**src/rtl/adc_mon_pkg.sv**
```systemverilog
package adc_mon_pkg;
  localparam int CH_W = 5;   // channel number width
  localparam int DW   = 12;  // result / threshold width
  localparam int MW   = 4;   // run-length field width

  typedef enum logic {
    COND_LT = 1'b0,
    COND_GE = 1'b1
  } cmp_cond_e;

  typedef struct packed {
    logic              en;
    logic              win;
    logic              ie;
    cmp_cond_e         cond;
    logic [CH_W-1:0]   chan;
    logic [DW-1:0]     value;
    logic [MW-1:0]     mfield;
  } cmp_cfg_t;
endpackage

```
**src/rtl/adc_cmp_unit.sv**
```systemverilog
module adc_cmp_unit
  import adc_mon_pkg::*;
(
  input  logic            clk,
  input  logic            rst,
  input  logic            cfg_wr,
  input  cmp_cfg_t        cfg,
  input  logic            win_en,
  input  logic            partner_ok,
  input  logic            vld,
  input  logic [CH_W-1:0] chan,
  input  logic [DW-1:0]   data,
  input  logic            clr,
  output logic            raw_hit,
  output logic [MW-1:0]   cnt,
  output logic            flag
);
  logic sel;
  logic qual;
  logic run_done;
  logic set_now;

  always_comb begin
    raw_hit  = (cfg.cond == COND_GE) ? (data >= cfg.value) : (data < cfg.value);
    qual     = raw_hit && (!win_en || partner_ok);
    sel      = vld && cfg.en && (chan == cfg.chan);
    run_done = (cnt == cfg.mfield);
    set_now  = !cfg_wr && sel && qual && run_done;
  end

  always_ff @(posedge clk) begin
    if (rst) begin
      cnt <= '0;
    end else if (cfg_wr) begin
      cnt <= '0;
    end else if (sel) begin
      if (!qual || run_done) cnt <= '0;
      else                   cnt <= cnt + 1'b1;
    end
  end

  always_ff @(posedge clk) begin
    if (rst)          flag <= 1'b0;
    else if (set_now) flag <= 1'b1;
    else if (clr)     flag <= 1'b0;
  end
endmodule

```
**src/rtl/adc_thresh_mon.sv**
```systemverilog
module adc_thresh_mon
  import adc_mon_pkg::*;
#(
  parameter int CHW = CH_W,
  parameter int RW  = DW,
  parameter int FW  = MW
) (
  input  logic           clk,
  input  logic           rst,
  input  logic           res_valid,
  input  logic [CHW-1:0] res_chan,
  input  logic [RW-1:0]  res_data,
  input  logic           cfg_we,
  input  logic           cfg_idx,
  input  logic           cfg_en,
  input  logic           cfg_win,
  input  logic           cfg_ie,
  input  logic           cfg_cond,
  input  logic [CHW-1:0] cfg_chan,
  input  logic [RW-1:0]  cfg_value,
  input  logic [FW-1:0]  cfg_mfield,
  input  logic           sts_we,
  input  logic [2:0]     sts_wdata,
  output logic [1:0]     cmp_flag,
  output logic           irq
);
  localparam int NCMP = 2;

  cmp_cfg_t          cfg_q   [NCMP];
  logic [NCMP-1:0]   raw_hit;
  logic [NCMP-1:0]   cfg_wr;
  logic [NCMP-1:0]   en_vec;
  logic [NCMP-1:0]   ie_vec;
  logic [FW-1:0]     cnt0;
  logic [FW-1:0]     cnt1;
  logic [FW-1:0]     mf0;
  logic [FW-1:0]     mf1;

  for (genvar k = 0; k < NCMP; k++) begin : g_cmp
    cmp_cfg_t wr_cfg;
    logic     clr_k;
    logic [FW-1:0] cnt_k;

    always_comb begin
      wr_cfg        = '0;
      wr_cfg.en     = cfg_en;
      wr_cfg.win    = (k == 0) ? cfg_win : 1'b0;
      wr_cfg.ie     = cfg_ie;
      wr_cfg.cond   = cmp_cond_e'(cfg_cond);
      wr_cfg.chan   = cfg_chan;
      wr_cfg.value  = cfg_value;
      wr_cfg.mfield = cfg_mfield;
      cfg_wr[k]     = cfg_we && (cfg_idx == k[0]);
      clr_k         = sts_we && sts_wdata[k+1];
      en_vec[k]     = cfg_q[k].en;
      ie_vec[k]     = cfg_q[k].ie;
    end

    always_ff @(posedge clk) begin
      if (rst)            cfg_q[k] <= '0;
      else if (cfg_wr[k]) cfg_q[k] <= wr_cfg;
    end

    adc_cmp_unit i_unit (
      .clk        (clk),
      .rst        (rst),
      .cfg_wr     (cfg_wr[k]),
      .cfg        (cfg_q[k]),
      .win_en     (cfg_q[k].win),
      .partner_ok (cfg_q[NCMP-1-k].en && raw_hit[NCMP-1-k]),
      .vld        (res_valid),
      .chan       (res_chan),
      .data       (res_data),
      .clr        (clr_k),
      .raw_hit    (raw_hit[k]),
      .cnt        (cnt_k),
      .flag       (cmp_flag[k])
    );
  end

  assign cnt0 = g_cmp[0].cnt_k;
  assign cnt1 = g_cmp[1].cnt_k;
  assign mf0  = cfg_q[0].mfield;
  assign mf1  = cfg_q[1].mfield;

  always_ff @(posedge clk) begin
    if (rst) irq <= 1'b0;
    else     irq <= |(cmp_flag & ie_vec);
  end
endmodule

```
**config.mk**
```make
export PLATFORM = sky130hd
export DESIGN_NAME = adc_thresh_mon
export DESIGN_NICKNAME = d
export VERILOG_FILES = /design/src/rtl/adc_mon_pkg.sv /design/src/rtl/adc_cmp_unit.sv /design/src/rtl/adc_thresh_mon.sv
export SDC_FILE = /design/constraint.sdc
export NUM_CORES = 1
export LEC_CHECK = 0
export CAP_MARGIN = 20
export CORE_MARGIN = 1
export CORE_UTILIZATION = 30
export CTS_CLUSTER_DIAMETER = 100
export DETAILED_ROUTE_END_ITERATION = 10
export SLEW_MARGIN = 20
export SYNTH_ARGS = -nofsm -noshare
export SYNTH_HDL_FRONTEND = slang
export SYNTH_HIERARCHICAL = 1
export SYNTH_SLANG_ARGS = --single-unit
```
**constraint.sdc**
```tcl
create_clock -name clk -period 3.2 [get_ports clk]
set_input_delay 0.8 -clock clk [delete_from_list [all_inputs] [get_ports clk]]
set_output_delay 0.8 -clock clk [all_outputs]
set_load 0.02 [all_outputs]
```
==> metrics.txt <==
cell taking the most area after synthesis=edfxtp_1; H-tree depth=3; CP Max Fanout=6; io pins=54; fin area=approximately 4800 sq um; Clock Sinks=60; DIE AREA=~13000 sq um; minimum clock period=between 2 and 3 ns; hold path start=cfg_q[1][22]$_SDFFCE_PN0P_; EDFF count, synth=between 40 and 50; DP Wirelength=6030 um; antenna-violating nets left=0; ys flop type=edfxtp_1; post-synth top area share=0.394; leakage power=1.85 nW; internal power=1.64 mW; data arrival time of the critical path=approximately 3.1 ns; final hold viol count=0; fmax=between 300 and 400 MHz; area of the multi-input gates=~1800 sq um; Sw Pwr=0.526 mW; Net Sw Frac=0.243; R2R depth=13; Synth Area per Inst=around 11 sq um; most common cell after layout, fill and taps aside=clkdlybuf4s50_1; CP endpoint kind=register; vias per inst=4.57; Initial Util=0.309; CP peak stage delay=between 0.4 and 0.5 ns; grt ovf=0; Setup Crit Path Kind=primary input to register; Worst Skew=0.00939 ns; GP Congestion=between 0.8 and 0.9; wire per inst=between 10 and 15 um; CTS buffer count=9; global-route wire length before repair=13200 um; Syn. warnings=6; CP Launch Type=primary input; worst skew pair latency=0.32 ns; Post-CTS Setup Repair Bufs=0; Buf/Inv on CP=2; Root Buffer=clkbuf_16; Clock Pin Slew Worst Setup and Hold Paths=around 0.05 ns; vias in the first global route=~2800; commonest non-fill, non-tap cells in the layout=clkdlybuf4s50_1, edfxtp_1, nor2_1; hold depth=2; Clock Power Share=0.409; post-synthesis cell type count=37; core area=roughly 12000 sq um; Max Cap Viol=0; # fillers=approximately 1200; part of the cycle the worst path needs=0.915; reg2reg setup slack=approximately 0.84 ns; routed vias=2628; Port-buffer cells=52; Total Routing Usage GR=0.135; Mapped Area=about 3700 sq um; antenna cells=0; Power, Total=between 2 and 2.5 mW; RR Endpoint=g_cmp[0].i_unit/cnt[3]$_SDFFE_PP0P_; outcome=finished clean; pin count of the biggest net entering global routing=17; initial DRC count=50; Critical-path top delay cell=clkdlybuf4s50_1; Syn Nets=roughly 410; Register Area=between 1500 and 2000 sq um; hold bufs inserted after CTS=0; CTS max path bufs=2; initial antenna violation count=0; Site Rows=40; worst min-delay path class=register to register; Setup Viol. Count Final=0; Logic pwr share=0.168; CTS tree=built; synthesis-stage register bit count=60; register area share after synthesis=0.453; Placed Area=roughly 4500 sq um; Area growth syn-to-layout=27.6%; die height=114 um; Async S/R FF share, synth=0; DRT Pass-1 Iters=4; RSZ-0062 raised after global routing=false; max-slew violation count=0; Post-Syn Instances=around 330; synth top area cells=edfxtp_1, ha_1, nand2b_4, dfxtp_1, nor2_4; Worst R2R Start=cfg_q[1][5]$_SDFFCE_PN0P_; Pwr Density=455 nW/um^2; DRC=0; VDD IR max=0.180 mV; final WL=just under 8000 um; post_cts resized=0; WP data required=between 3 and 4 ns; Layout Nets=approximately 480; Hold Path End=irq$_SDFF_PP0_; share of layout cells above drive strength 1=0.184; crit path cell chain=clkdlybuf4s50_1 -> ha_1 -> nor2b_1 -> o211ai_1 -> o2bb2ai_1 -> buf_4 -> nand3_2 -> and2_1 -> and2_1 -> nand2b_1 -> nor2b_2 -> nand4_1 -> o211ai_1; Die W=roughly 110 um; Crit path max-delay family=simple AND/OR/NAND/NOR gates; sequential cell fraction of total power=0.424
area by class of cell:
class,instances,area share
inverters,30,0.0236
well taps,168,0.0441
clock inverters,1,0.00158
flip-flops and latches,60,0.355
repair buffers,67,0.136
clock buffers,15,0.0562
multi-input cells,234,0.384
metrics by stage:
| step | std cells | worst slack, ns | hold WS (ns) | TNS, ns | utilization |
|---|---|---|---|---|---|
| after CTS | 575 | 0.189 | 0.505 | 0 | 0.395 |
| after floorplan | 332 | 0.535 | 0.455 | 0 | - |
| final | 575 | 0.273 | 0.495 | 0 | 0.395 |
| after global routing | 575 | 0.0411 | 0.540 | 0 | 0.395 |
| after detailed placement | 559 | -0.137 | 0.491 | -0.519 | 0.372 |
| after global placement | 559 | -0.0949 | 0.466 | -0.329 | 0.372 |
worst max path at each step:
stage                            start                                   to  cells past startpoint
final                      res_data[1]  g_cmp[0].i_unit/cnt[3]$_SDFFE_PP0P_                     13
after global routing      res_data[10]  g_cmp[0].i_unit/cnt[2]$_SDFFE_PP0P_                     13
after CTS                  res_data[1]  g_cmp[0].i_unit/cnt[2]$_SDFFE_PP0P_                     12
after detailed placement   res_data[9]  g_cmp[0].i_unit/cnt[2]$_SDFFE_PP0P_                     12
after global placement     res_data[9]  g_cmp[0].i_unit/cnt[2]$_SDFFE_PP0P_                     12
after floorplan            res_data[1]  g_cmp[0].i_unit/cnt[2]$_SDFFE_PP0P_                     11
worst min-delay path: cells and delay by family, from the launching register on:
kind / cells / cell delay, ns
AND/OR/NAND/NOR: 1 / 0.08
AO/OA/AOI/OAI: 1 / 0.06
flip-flops: 1 / 0.33
state kept, by name, indices dropped and copies added (netlist names):
| name | flops |
|---|---|
| cfg_q | 49 |
| g_cmp.i_unit/cnt | 8 |
| g_cmp.i_unit/flag | 2 |
| irq | 1 |
synth_stat cells, types with 10 or more instances:
library cell	count
nand2b_4	17
nand2_1	10
nand4_1	16
inv_1	30
nand2b_1	14
ha_1	26
xor2_1	16
dfxtp_1	11
nor2_1	38
a21oi_1	14
nor2_4	19
edfxtp_1	49
metal layers:
layer,share of wire,global-route usage,vias up,wire [um]
met5,0,0,-,0
met4,0.029,0.0763,0,227
met3,0.039,0.0276,17,308
met2,0.49,0.226,70,3870
met1,0.44,0.163,1243,3530
li1,-,-,1298,-
cell families after synthesis:
| kind of cell | Yosys count | synth area share |
|---|---|---|
| buffers and inverters | 38 | 0.0580 |
| adders and majority gates | 26 | 0.0872 |
| other | 1 | 0.00100 |
| xor gates and xnor gates | 18 | 0.0422 |
| and+or+nand+nor | 156 | 0.299 |
| AOI/OAI and AO/OA | 33 | 0.0597 |
| DFF | 60 | 0.453 |
power groups by stage:
stage                     clock network (mW)  logic, mW  registers (mW)
after CTS                              0.901      0.366           0.919
after global routing                   0.933      0.401           0.923
after floorplan                            0      0.222           0.930
after detailed placement                   0      0.363           0.935
final                                  0.886      0.364           0.918
after global placement                     0      0.357           0.933
(Power assumes the default switching activity.)
